[config.mk]
export PLATFORM = sky130hd
export DESIGN_NAME = updn_slice
export DESIGN_NICKNAME = d
export VERILOG_FILES = /design/src/rtl/updn_pkg.sv /design/src/rtl/updn_rst_sync.sv /design/src/rtl/updn_next.sv /design/src/rtl/updn_term.sv /design/src/rtl/updn_slice.sv
export SDC_FILE = /design/constraint.sdc
export NUM_CORES = 1
export LEC_CHECK = 0
export ABC_AREA = 0
export CELL_PAD_IN_SITES_DETAIL_PLACEMENT = 1
export CELL_PAD_IN_SITES_GLOBAL_PLACEMENT = 1
export CORE_AREA = 2 2 39 41
export DETAILED_ROUTE_END_ITERATION = 7
export DIE_AREA = 0 0 41 43
export DONT_BUFFER_PORTS = 1
export PLACE_DENSITY_LB_ADDON = 0.1
export SYNTH_ARGS = -nofsm -noshare
export SYNTH_HDL_FRONTEND = slang
export SYNTH_HIERARCHICAL = 1
export SYNTH_SLANG_ARGS = --single-unit
export TNS_END_PERCENT = 20
[constraint.sdc]
create_clock -name clk_i -period 0.98 [get_ports clk_i]
set_input_delay 0 -clock clk_i [delete_from_list [all_inputs] [get_ports clk_i]]
set_output_delay 0 -clock clk_i [all_outputs]
set_load 0.05 [all_outputs]
[src/rtl/updn_pkg.sv]
package updn_pkg;
  typedef enum logic [1:0] {
    OP_HOLD  = 2'd0,
    OP_STEP  = 2'd1,
    OP_LOAD  = 2'd2,
    OP_CLEAR = 2'd3
  } updn_op_e;
endpackage

[src/rtl/updn_rst_sync.sv]
module updn_rst_sync #(
  parameter int STAGES = 2
) (
  input  logic clk_i,
  input  logic rst_ni,
  output logic srst_no
);
  logic [STAGES-1:0] sync_q;

  always_ff @(posedge clk_i or negedge rst_ni) begin
    if (!rst_ni) sync_q <= '0;
    else         sync_q <= {sync_q[STAGES-2:0], 1'b1};
  end

  assign srst_no = sync_q[STAGES-1];
endmodule

[src/rtl/updn_next.sv]
module updn_next
  import updn_pkg::*;
#(
  parameter int WIDTH = 4
) (
  input  logic [WIDTH-1:0] cnt_i,
  input  logic [WIDTH-1:0] data_i,
  input  logic             clr_i,
  input  logic             load_i,
  input  logic             cin_ni,
  input  logic             up_i,
  output logic [WIDTH-1:0] nxt_o,
  output logic             en_o
);
  localparam logic [WIDTH-1:0] ONE = WIDTH'(1);
  updn_op_e op;

  always_comb begin
    if (clr_i)        op = OP_CLEAR;
    else if (load_i)  op = OP_LOAD;
    else if (!cin_ni) op = OP_STEP;
    else              op = OP_HOLD;
  end

  always_comb begin
    en_o  = 1'b1;
    nxt_o = cnt_i;
    unique case (op)
      OP_CLEAR: nxt_o = '0;
      OP_LOAD:  nxt_o = data_i;
      OP_STEP:  nxt_o = up_i ? cnt_i + ONE : cnt_i - ONE;
      default:  en_o  = 1'b0;
    endcase
  end
endmodule

[src/rtl/updn_term.sv]
module updn_term #(
  parameter int WIDTH = 4
) (
  input  logic [WIDTH-1:0] cnt_i,
  input  logic             up_i,
  input  logic             cin_ni,
  output logic             co_no
);
  logic at_top, at_bottom, at_end;

  assign at_top    = &cnt_i;
  assign at_bottom = ~|cnt_i;
  assign at_end    = up_i ? at_top : at_bottom;
  assign co_no     = ~(at_end & ~cin_ni);
endmodule

[src/rtl/updn_slice.sv]
module updn_slice #(
  parameter int WIDTH = 4
) (
  input  logic             clk_i,
  input  logic             rst_ni,
  input  logic             clr_i,
  input  logic             load_i,
  input  logic [WIDTH-1:0] data_i,
  input  logic             up_i,
  input  logic             cin_ni,
  output logic [WIDTH-1:0] cnt_o,
  output logic             co_no
);
  logic             srst_n;
  logic [WIDTH-1:0] cnt_q;
  logic [WIDTH-1:0] cnt_d;
  logic             cnt_en;

  updn_rst_sync #(.STAGES(2)) u_rst (
    .clk_i   (clk_i),
    .rst_ni  (rst_ni),
    .srst_no (srst_n)
  );

  updn_next #(.WIDTH(WIDTH)) u_next (
    .cnt_i  (cnt_q),
    .data_i (data_i),
    .clr_i  (clr_i),
    .load_i (load_i),
    .cin_ni (cin_ni),
    .up_i   (up_i),
    .nxt_o  (cnt_d),
    .en_o   (cnt_en)
  );

  always_ff @(posedge clk_i or negedge srst_n) begin
    if (!srst_n)     cnt_q <= '0;
    else if (cnt_en) cnt_q <= cnt_d;
  end

  updn_term #(.WIDTH(WIDTH)) u_term (
    .cnt_i  (cnt_q),
    .up_i   (up_i),
    .cin_ni (cin_ni),
    .co_no  (co_no)
  );

  assign cnt_o = cnt_q;
endmodule

# == Yosys cells after proc, flatten, opt, wreduce, memory -nomap -nowiden ==
# Index checks and enable logic that the tools add are counted.
# word_totals
in_bits,10
output_inout_bits,5
wordCells,23
regBits,6
# classes
n_mux,7
n_addsub,2
n_eq_ne,3
n_reduce_logical,6
bitwise,3
# op_table
operator,n
4-bit one-hot mux with 3 select lines,1
"4-bit by 1-bit adder with 4-bit output, second input constant",1
"2-bit == test, second input constant",2
2-bit two-way mux,2
4-bit two-way mux,1
4-bit AND reduction,1
4-bit OR reduction,1
"4-bit by 1-bit subtractor with 4-bit output, second input constant",1
1-bit two-way mux,3
3-bit nonzero test,1
3-bit OR reduction,1
"2-bit by 1-bit == test with 1-bit output, second input constant",1
1-bit NOT,2
2-bit AND reduction,1
1-bit bitwise AND,1
1-bit zero test,1

# == Logic depth before layout (Yosys ltp) ==
# Gate-level depths: netlist (run 1).
# logic_depth
word_depth,7
ltp_mapped,6
ltp_nobuf,6

# == Cells and area by module ==
# The synthesis (run 1) kept the hierarchy.
# by_module_without_submodules
mod,seq_area_each_um2,cells_per_inst,n_inst,area_per_inst_um2
updn_next,0.0,34,1,251.5
updn_slice,100.1,8,1,145.1
updn_rst_sync,50.0,3,1,53.8
updn_term,0.0,5,1,38.8

# == Worst setup path after synthesis (run 1) ==
# OpenSTA, ideal clock, no wires.
# synth_timing
path_type,register to register
start,register cnt_q[2] (netlist: cnt_o[2])
end,register cnt_q[3] (netlist: cnt_o[3])
required_time_ns,0.855
path_stages_with_launch,6
n_path_buf,0
period_less_slack_ns,2.020
setup_time_ns,0.125
arrival_ns,1.895
slack_ns,-1.040
path_cell_list,dfrtp_1 > ha_1 > a21oi_1 > a211oi_2 > or3_1 > mux2_2
# synth_via
elab_chain_cells,3
word_cells_on_any_way,4
classes_between,add/sub: 2; mux: 2
# synth_lines
item,line_no,rtl
"start, declared",updn_slice.sv:15,logic [WIDTH-1:0] cnt_q;
"start signal, assigned",updn_slice.sv:38,else if (cnt_en) cnt_q <= cnt_d;
4-bit by 1-bit subtractor with 4-bit output / 4-bit by 1-bit adder with 4-bit output (equally long branches),updn_next.sv:31,OP_STEP: nxt_o = up_i ? cnt_i + ONE : cnt_i - ONE;
4-bit two-way mux *,updn_next.sv:31,
4-bit one-hot mux with 3 select lines *,updn_next.sv:28,unique case (op)
net cnt_d[3],updn_slice.sv:16,logic [WIDTH-1:0] cnt_d;
# The timed path passes the listed nets; every way through them passes the cells marked *.
# A chain may end at the register's enable or synchronous reset.

# == Worst setup path after layout (run 1) ==
# Same ends and word-level chain as after synthesis.

==> metrics.cfg, run 1 <==
[logic_synthesis]
syn-num-nets=63
synthTopCellsByCount=dfrtp_1 (6), nor3_1 (5), mux2_2 (4), nor2_1 (4)
netlist_instances=50
yosys.area.top_type=dfrtp_1
synth.area.top_cells=dfrtp_1 (31%), mux2_2 (9.2%), ha_1 (5.1%)
ys_seq_area_share_pct=30.7
ys_async_sr_fraction_pct=100
synth.top_cell.area_share_pct=30.7
synth_seq_cells=6
synth_ff_type=dfrtp_1
synth_edf_count=0
synth.avg_cell_area_um2=9.78
synth_area_um2=489
synth_cell_types=25
synth_most_common_cell=dfrtp_1
ys_warn_count=6

[route]
dr.pass1.iters=2
wl_per_cell_um=16.0
drt_wl_total_um=1200
drt-initial-drc-count=5
ant_nets=0
dr_total_vias=406
via_per_inst=5.41
drt_drc_violations_left=0

[layout]
nets=73
nFillCells=165
area_delta_synth_final_pct=29.9
diodes=0
layout-drive-gt1-share_pct=42.4
instances_no_fill=75

[timing]
timing.final.crit_share_pct=165
hold_viol_final=0
clock-skew-final_ns=0.0113
rsz0062_at_grt=true
final_max_slew_viol_count=0
layout_setup_ws_ns=-0.640
fmax_mhz=617
finalCriticalPeriod_ns=1.62
whs_ns=0.0150
setup_viol=5
fin_tns_setup_ns=-2.61

[place]
port_buffers=0
post-dp-hpwl_um=947
placed_cells=69
dp_slack_ns=-0.659
place_congestion=0.775

[power]
vdd_drop_max_mv=0.567
p_per_area_mw_per_mm2=1410
p_total_uw=895
p_leak_uw=0.000250

[floorplanning]
rows=14
fp.dieArea_mm2=0.00176
start_util_pct=35.4
coreArea_mm2=0.00138
dieWidth_um=41
dieHeight_um=43
ioPinCount=15

[worst_setup_path]
setup.worst_path.end_class=flip-flop
r2r_setup_slack_ns=-0.64
max_stage_delay_ns=0.42
path_cells=ha_4 -> a21oi_2 -> and4_1 -> or3_1 -> mux2_2
critical_path_arrival_ns=1.75
worstSetupPathType=flip-flop to flip-flop
crit_fanout=3
cp_data_required_time_ns=1.11
critical_path.startpoint_type=flip-flop
slowest_stage=dfrtp_2

[clock_network]
numCtsBuffers=3
cts.htree.levels=1
tritoncts=yes
clock-sinks=6
cts_buffer_depth=2
clk_latency_ns=0.25
path_clk_slew_ns=0.05
cts-root-buf=clkbuf_4

[run_status]
violations=setup timing
status=finished with violations

[global_route]
grt_pass1_vias=439
grt.overflow.total=0
grt_pass1_wl_um=1920
grtUsageTotal_pct=16.4
grt_max_degree=12
antenna_found_initial=0

[job]
max_cap_violations=0

[worst_hold_path]
holdCritPathClass=primary input to flip-flop

## kinds of logic after synthesis
group	count (synthesis)	synth area share (%)
XOR/XNOR	3	5.37
other	1	0.767
AND/OR/NAND/NOR	19	23.5
AO/OA/AOI/OAI	6	9.21
adder cells (fa/ha/maj)	3	9.21
flip-flops	6	30.7
buffers and inverters	6	7.93
multiplexers	6	13.3
## path summary, 6_finish.rpt
check / startpoint / to / cells past startpoint
max: cnt_o[2]$_DFFE_PN0P_ / cnt_o[3]$_DFFE_PN0P_ / 5
min: clr_i / cnt_o[0]$_DFFE_PN0P_ / 2
max reg2reg: cnt_o[2]$_DFFE_PN0P_ / cnt_o[3]$_DFFE_PN0P_ / 5
min reg2reg: u_rst/sync_q[1]$_DFF_PN0_ / cnt_o[3]$_DFFE_PN0P_ / 0
max in group asynchronous: rst_ni / u_rst/sync_q[0]$_DFF_PN0_ / 2
min in group asynchronous: u_rst/sync_q[1]$_DFF_PN0_ / cnt_o[3]$_DFFE_PN0P_ / 0
## power by group
part	switching [µW]	total, µW	internal, µW
registers	26.7	300	274
logic	194	350	155
clock network	90.9	245	154
total	312	895	583
## what timing repair did
item / in CTS / in global routing
hold buffers: 2 / 0
hold endpoints to repair: 2 / 0
gates resized for setup: 3 / 3
setup endpoints to repair: 5 / 5
buffers inserted: 0 / 0
pin swaps: 1 / 1
## sequential cells by signal, summed over array words and instances (netlist names)
register / count
cnt_o: 4
u_rst/sync_q: 2
## critical path: cells and delay by family (launching register included)
family                     cells  cell delay (ns)
AOI/OAI and AO/OA              1             0.06
adders and majority gates      1             0.30
DFF                            1             0.42
muxes                          1             0.27
and+or+nand+nor                2             0.45
## per-stage QoR
stage	utilization, %	instance area [µm²]
floorplan	-	514
CTS	44.1	611
finish	45.9	636
global route	45.9	636
global placement	39.9	552
detailed placement	39.9	552
## metal layers
layer	global-route usage, %	share of wire (%)	vias to the layer above
li1	-	-	195
met3	4.19	5.8	2
met2	26.3	54	11
met1	19.3	39	198
met5	0	0	-
met4	8.00	0.42	0
## layout by cell type (no fill, tap or decap), drive strengths merged, types with 2 or more instances in the layout
cell,count
a211oi,2
a21oi,2
and4,2
buf,6
clkbuf,4
dfrtp,6
dlygate4sd3,2
ha,2
inv,3
mux2,4
mux2i,2
nor2,4
nor2b,3
nor3,5
or3,2
xnor2,2
## final cells by class
type | instances | area (µm²) | share of cell area (%)
multi-input cells | 38 | 347 | 54.5
repair buffers | 8 | 77.6 | 12.2
flip-flops and latches | 6 | 154 | 24.2
inverters | 3 | 11.3 | 1.77
well taps | 16 | 20.0 | 3.15
clock buffers | 4 | 26.3 | 4.13
(Power assumes the default switching activity.)
==> inputs of run 2 (changes only) <==
--- a/config.mk
+++ b/config.mk
@@ -12,6 +12,7 @@
 export DETAILED_ROUTE_END_ITERATION = 7
 export DIE_AREA = 0 0 41 43
 export DONT_BUFFER_PORTS = 1
+export HOLD_SLACK_MARGIN = 0.05
 export PLACE_DENSITY_LB_ADDON = 0.1
 export SYNTH_ARGS = -nofsm -noshare
 export SYNTH_HDL_FRONTEND = slang
==> constraint.sdc (replaced) <==
create_clock -name clk_i -period 1.55 [get_ports clk_i]
set_input_delay 0 -clock clk_i [delete_from_list [all_inputs] [get_ports clk_i]]
set_output_delay 0 -clock clk_i [all_outputs]
set_load 0.05 [all_outputs]
==> run 2 against run 1 <==
Against the previous run:
- the run still ends with setup timing left
- final cell count up 1.3%
- total power down 38%
- sequential share of layout area rose by 0.24 points
- worst hold slack improved by 0.037 ns
- sequential cell count stayed put
- highest routed layer unchanged
==> metrics.cfg, run 2 (synthesized netlist as in run 1, its figures left out) <==
[worst_setup_path]
cp_data_required_time_ns=1.69  ; +0.58 ns
cp_num_buf_inv=0  ; unchanged
critical_path.startpoint_type=flip-flop
cp_top_family=simple AND/OR/NAND/NOR gates
critical_path_arrival_ns=1.79  ; +0.04 ns
slowest_stage=dfrtp_2
worstSetupPathType=flip-flop to flip-flop
crit_fanout=3  ; unchanged
max_stage_delay_ns=0.42  ; about the same
setup.worst_path.end_class=flip-flop
r2r_setup_slack_ns=-0.10  ; +0.54 ns
path_cells=ha_4 -> nand3_2 -> and4_1 -> or3_1 -> mux2_4

[clock_network]
path_clk_slew_ns=0.05  ; about the same
clock-sinks=6  ; unchanged
cts-root-buf=clkbuf_4
numCtsBuffers=3  ; unchanged
tritoncts=yes
cts.htree.levels=1  ; unchanged
clk_latency_ns=0.25  ; about the same
cts_buffer_depth=2  ; unchanged

[route]
dr_total_vias=405  ; -0.25%
drt_wl_total_um=1240  ; +3.5%
ant_nets=0  ; unchanged
drt-initial-drc-count=2  ; -3
wl_per_cell_um=16.3  ; +2.1%
drt_drc_violations_left=0  ; unchanged
via_per_inst=5.33  ; -1.6%
dr.pass1.iters=2  ; unchanged

[layout]
final_cell_mix=buf_4 (6), nor3_1 (5), nor2_1 (4)
nFillCells=171  ; +3.6%
layout-drive-gt1-share_pct=41.7  ; -0.71 points
diodes=0  ; unchanged
final_common_cell=buf_4
largest_reg_flops=4  ; unchanged
area_delta_synth_final_pct=28.6
nets=74  ; +1.4%
instances_no_fill=76  ; +1.3%

[timing]
setup_viol=2  ; -3
fmax_mhz=606  ; -1.9%
final_max_slew_viol_count=0  ; unchanged
timing.final.crit_share_pct=107  ; -59 points
fin_tns_setup_ns=-0.112  ; +2.50 ns
finalCriticalPeriod_ns=1.65  ; +0.0317 ns
rsz0062_at_grt=true
layout_setup_ws_ns=-0.101  ; +0.538 ns
hold_viol_final=0  ; unchanged
clock-skew-final_ns=0.0133  ; +0.00199 ns

[floorplanning]
fp.dieArea_mm2=0.00176  ; unchanged
rows=14  ; unchanged
dieWidth_um=41  ; unchanged
dieHeight_um=43  ; unchanged
coreArea_mm2=0.00138  ; unchanged
ioPinCount=15  ; unchanged
start_util_pct=35.4  ; unchanged

[global_route]
grt_max_degree=12  ; unchanged
antenna_found_initial=0  ; unchanged
grt_pass1_vias=412  ; -6.2%
grt_pass1_wl_um=1850  ; -3.6%
grt.overflow.total=0  ; unchanged
grtUsageTotal_pct=16.2  ; -0.19 points

[power]
p_per_area_mw_per_mm2=886  ; -37%
p_leak_uw=0.000254  ; +1.8%
vdd_drop_max_mv=0.392  ; -31%

[place]
post-dp-hpwl_um=943  ; -0.41%
placed_cells=69  ; unchanged
place_congestion=0.775  ; about the same
port_buffers=0  ; unchanged

[worst_hold_path]
holdCritPathClass=flip-flop to async pin

[run_status]
status=finished with violations
violations=setup timing

[job]
max_cap_violations=0  ; unchanged

## run 2: cell count changes in the layout (fill, tap and decap cells not counted)
cell,change
mux2_4,+1
dlygate4sd3_1,+1
buf_12,-1
mux2_2,-1
buf_4,+1
nand3_4,-1
nand3_2,+1
## run 2: final timing paths
check	endpoint	from	cells past startpoint
setup / recovery	cnt_o[3]$_DFFE_PN0P_	cnt_o[2]$_DFFE_PN0P_	5
hold / removal	cnt_o[3]$_DFFE_PN0P_	u_rst/sync_q[1]$_DFF_PN0_	0
setup reg to reg	cnt_o[3]$_DFFE_PN0P_	cnt_o[2]$_DFFE_PN0P_	5
hold reg to reg	cnt_o[3]$_DFFE_PN0P_	u_rst/sync_q[1]$_DFF_PN0_	0
max in group asynchronous	u_rst/sync_q[1]$_DFF_PN0_	rst_ni	2
min in group clk_i	cnt_o[2]$_DFFE_PN0P_	clr_i	2
## run 2: through the flow
stage / util, % / setup WS [ns] / total power [µW] / cell area (µm²) / hold slack [ns]
6_report: 45.5 / -0.101 / 557 / 629 / 0.0524
5_1_grt: 45.5 / -0.147 / 598 / 629 / 0.0636
4_1_cts: 44.8 / -0.0814 / 565 / 621 / 0.0606
3_5_place_dp: 39.9 / -0.0951 / 388 / 552 / -0.296
3_3_place_gp: 39.9 / -0.0558 / 379 / 552 / -0.296
2_1_floorplan: - / -0.207 / 346 / 514 / -0.296
## run 2: layer usage
layer | global-route usage, % | wire, µm | vias up
met3 | 4.71 | 75 | 2
met5 | 0 | 0 | -
met4 | 10.0 | 5 | 0
met2 | 24.1 | 611 | 12
met1 | 19.7 | 548 | 198
li1 | - | - | 193
## run 2: cell type report
class                           instances  area [µm²]  share of cell area (%)
Timing Repair Buffer                    9        75.1                    11.9
Clock buffer                            4        26.3                    4.17
Sequential cell                         6         154                    24.5
Multi-Input combinational cell         38         343                    54.5
Inverter                                3        11.3                    1.79
Tap cell                               16        20.0                    3.18
## run 2: what timing repair did
action,4_1_cts,5_1_grt
hold buffers,3,0
pin swaps,2,0
hold endpoints to repair,3,0
buffers inserted,0,0
setup endpoints to repair,3,4
gates resized for setup,1,2
## run 2: power by group
part / internal [µW] / total (µW) / switching (µW)
logic: 91.3 / 212 / 120
clock network: 97.7 / 157 / 59.5
registers: 173 / 189 / 15.8
total: 362 / 557 / 195
==> inputs of run 3 (changes only) <==
--- a/config.mk
+++ b/config.mk
@@ -14,6 +14,7 @@
 export DONT_BUFFER_PORTS = 1
 export HOLD_SLACK_MARGIN = 0.05
 export PLACE_DENSITY_LB_ADDON = 0.1
+export REMOVE_ABC_BUFFERS = 1
 export SYNTH_ARGS = -nofsm -noshare
 export SYNTH_HDL_FRONTEND = slang
 export SYNTH_HIERARCHICAL = 1
==> run 3 against run 2 <==
Against the previous run:
- the run still ends with setup timing left
- largest power group unchanged
- non-clock buffer count up 1
- sequential cell count unchanged
- highest routed layer unchanged
- routed wire length down 0.40%
- global-route usage up 0.57 points
- final cell count unchanged
- largest cell class unchanged
- critical path depth unchanged
- design area up 3.4%
- combinational power up 8%
==> metrics.cfg, run 3 (synthesized netlist as in run 1, its figures left out) <==
[run_status]
status=finished with violations
violations=setup timing

[global_route]
grt_pass1_wl_um=1970  ; +6.7%
antenna_found_initial=0  ; unchanged
met3_usage_pct=1.57  ; -3.1 points
grt_max_degree=12  ; unchanged
grt_pass1_vias=459  ; +11%
grt.overflow.total=0  ; unchanged
grt-busiest-layer=met2
grtUsageMet1_pct=18.9  ; -0.79 points
grtUsageTotal_pct=16.8  ; +0.57 points
grt_use_met2_pct=29.4  ; +5.3 points

[timing]
finalCriticalPeriod_ns=1.63  ; -0.0164 ns
hold_viol_final=0  ; unchanged
final_max_slew_viol_count=0  ; unchanged
timing.final.crit_share_pct=105  ; -1.1 points
setup_viol=3  ; +1
rsz0062_at_grt=true
layout_setup_ws_ns=-0.0849  ; +0.0164 ns
whs_ns=0.0650  ; +0.0125 ns
clock-skew-final_ns=0.000186  ; -0.0131 ns
fmax_mhz=612  ; +1.0%

[worst_setup_path]
critical_path.startpoint_type=flip-flop
path_cells=ha_4 -> nand3_4 -> and4_1 -> or3_1 -> mux2_2
worstSetupPathType=flip-flop to flip-flop
crit_fanout=4  ; +1
cp_num_buf_inv=0  ; unchanged
cp_data_required_time_ns=1.67  ; -0.02 ns
cp_top_family=simple AND/OR/NAND/NOR gates
slowest_stage=dfrtp_2
r2r_setup_slack_ns=-0.08  ; +0.02 ns
max_stage_delay_ns=0.43  ; about the same
setup.worst_path.end_class=flip-flop
critical_path_arrival_ns=1.75  ; -0.04 ns

[clock_network]
path_clk_slew_ns=0.04  ; about the same
cts_buffer_depth=2  ; unchanged
cts-root-buf=clkbuf_4
clock-sinks=6  ; unchanged
cts.htree.levels=1  ; unchanged
clk_latency_ns=0.23  ; -0.02 ns
numCtsBuffers=3  ; unchanged
tritoncts=yes

[power]
p_int_uw=362  ; about the same
power_switching_uw=196  ; +0.10%
swShare_pct=35.1  ; about the same
vdd_drop_max_mv=0.317  ; -19%
p_per_area_mw_per_mm2=857  ; -3.2%
comb_power_share_pct=40.8  ; +2.9 points
p_seq_share_pct=34.2  ; +0.3 points
p_leak_uw=0.000261  ; +2.7%
p_clk_share_pct=25.0  ; -3.2 points

[route]
drt_drc_violations_left=0  ; unchanged
dr_total_vias=401  ; -0.99%
drt_wl_total_um=1240  ; -0.40%
ant_nets=0  ; unchanged
wl_per_cell_um=16.3  ; -0.40%
via_per_inst=5.28  ; -0.99%
dr.pass1.iters=2  ; unchanged
drt-initial-drc-count=2  ; unchanged

[place]
place_congestion=0.740  ; -4.5%
placed_cells=69  ; unchanged
post-dp-hpwl_um=922  ; -2.2%
port_buffers=0  ; unchanged

[layout]
diodes=0  ; unchanged
layout-drive-gt1-share_pct=38.3  ; -3.3 points
largest_reg_flops=4  ; unchanged
multiInputGateArea_um2=355  ; +3.6%
final_cell_mix=buf_4 (6), dfrtp_1 (5), nor3_1 (5)
nets=75  ; +1.4%
instances_no_fill=76  ; unchanged
regArea_um2=151  ; -1.6%
area_delta_synth_final_pct=33.0
final_common_cell=buf_4
nFillCells=150  ; -12%

[floorplanning]
fp.dieArea_mm2=0.00176  ; unchanged
rows=14  ; unchanged
start_util_pct=35.4  ; unchanged
dieWidth_um=41  ; unchanged
coreArea_mm2=0.00138  ; unchanged
ioPinCount=15  ; unchanged
dieHeight_um=43  ; unchanged

[worst_hold_path]
holdCritPathClass=primary input to flip-flop

[job]
max_cap_violations=0  ; unchanged

==> run 3: repair_timing <==
item                                   4_1_cts  5_1_grt
setup endpoints to repair                    3        4
gates resized for setup                      8        2
endpoints found under the hold margin        3        0
pin swaps                                    4        0
setup buffers                                1        0
cloned                                       0        0
hold buffers                                 3        0
==> run 3: path summary, 6_finish.rpt <==
path                                            from                         to  cells after the start
max                             cnt_o[1]$_DFFE_PN0P_       cnt_o[3]$_DFFE_PN0P_                      5
min                                        data_i[0]       cnt_o[0]$_DFFE_PN0P_                      3
max reg2reg                     cnt_o[1]$_DFFE_PN0P_       cnt_o[3]$_DFFE_PN0P_                      5
min reg2reg                u_rst/sync_q[1]$_DFF_PN0_       cnt_o[2]$_DFFE_PN0P_                      0
max in group asynchronous                     rst_ni  u_rst/sync_q[1]$_DFF_PN0_                      2
min in group asynchronous  u_rst/sync_q[1]$_DFF_PN0_       cnt_o[2]$_DFFE_PN0P_                      0
==> run 3: final cells by class <==
cell class,count,share of cell area (%)
clock buffers,3,3.46
inverters,3,1.73
multi-input cells,38,54.6
flip-flops and latches,6,23.3
well taps,16,3.08
repair buffers,10,13.8
==> run 3: worst reg2reg max path, delay by kind of cell, from the launching register on <==
family | cells | cell delay [ns]
adders and majority gates | 1 | 0.29
DFF | 1 | 0.43
muxes | 1 | 0.26
and+or+nand+nor | 3 | 0.54
==> run 3: power by group through the flow <==
stage	registers [µW]	clock network (µW)	logic, µW
after detailed placement	190	0	179
after CTS	192	147	218
final	191	139	228
after global placement	188	0	175
after global routing	193	157	244
after floorplan	234	0	84.6
==> run 3: stage by stage <==
step                      setup WS, ns  instance area [µm²]  util, %  power (µW)  TNS [ns]
after floorplan                 -0.470                  462        -         319     -1.39
after global placement          -0.107                  527     38.1         363    -0.181
after detailed placement        -0.181                  527     38.1         369    -0.292
after CTS                      -0.0898                  638     46.1         557    -0.180
after global routing            -0.138                  651     47.0         594    -0.358
final                          -0.0849                  651     47.0         558    -0.168
==> run 3: metal layers <==
layer / vias up / part of all wire [%]
met1: 200 / 41
met2: 5 / 56
met4: 0 / 0.40
met5: - / 0
li1: 194 / -
met3: 2 / 2.8
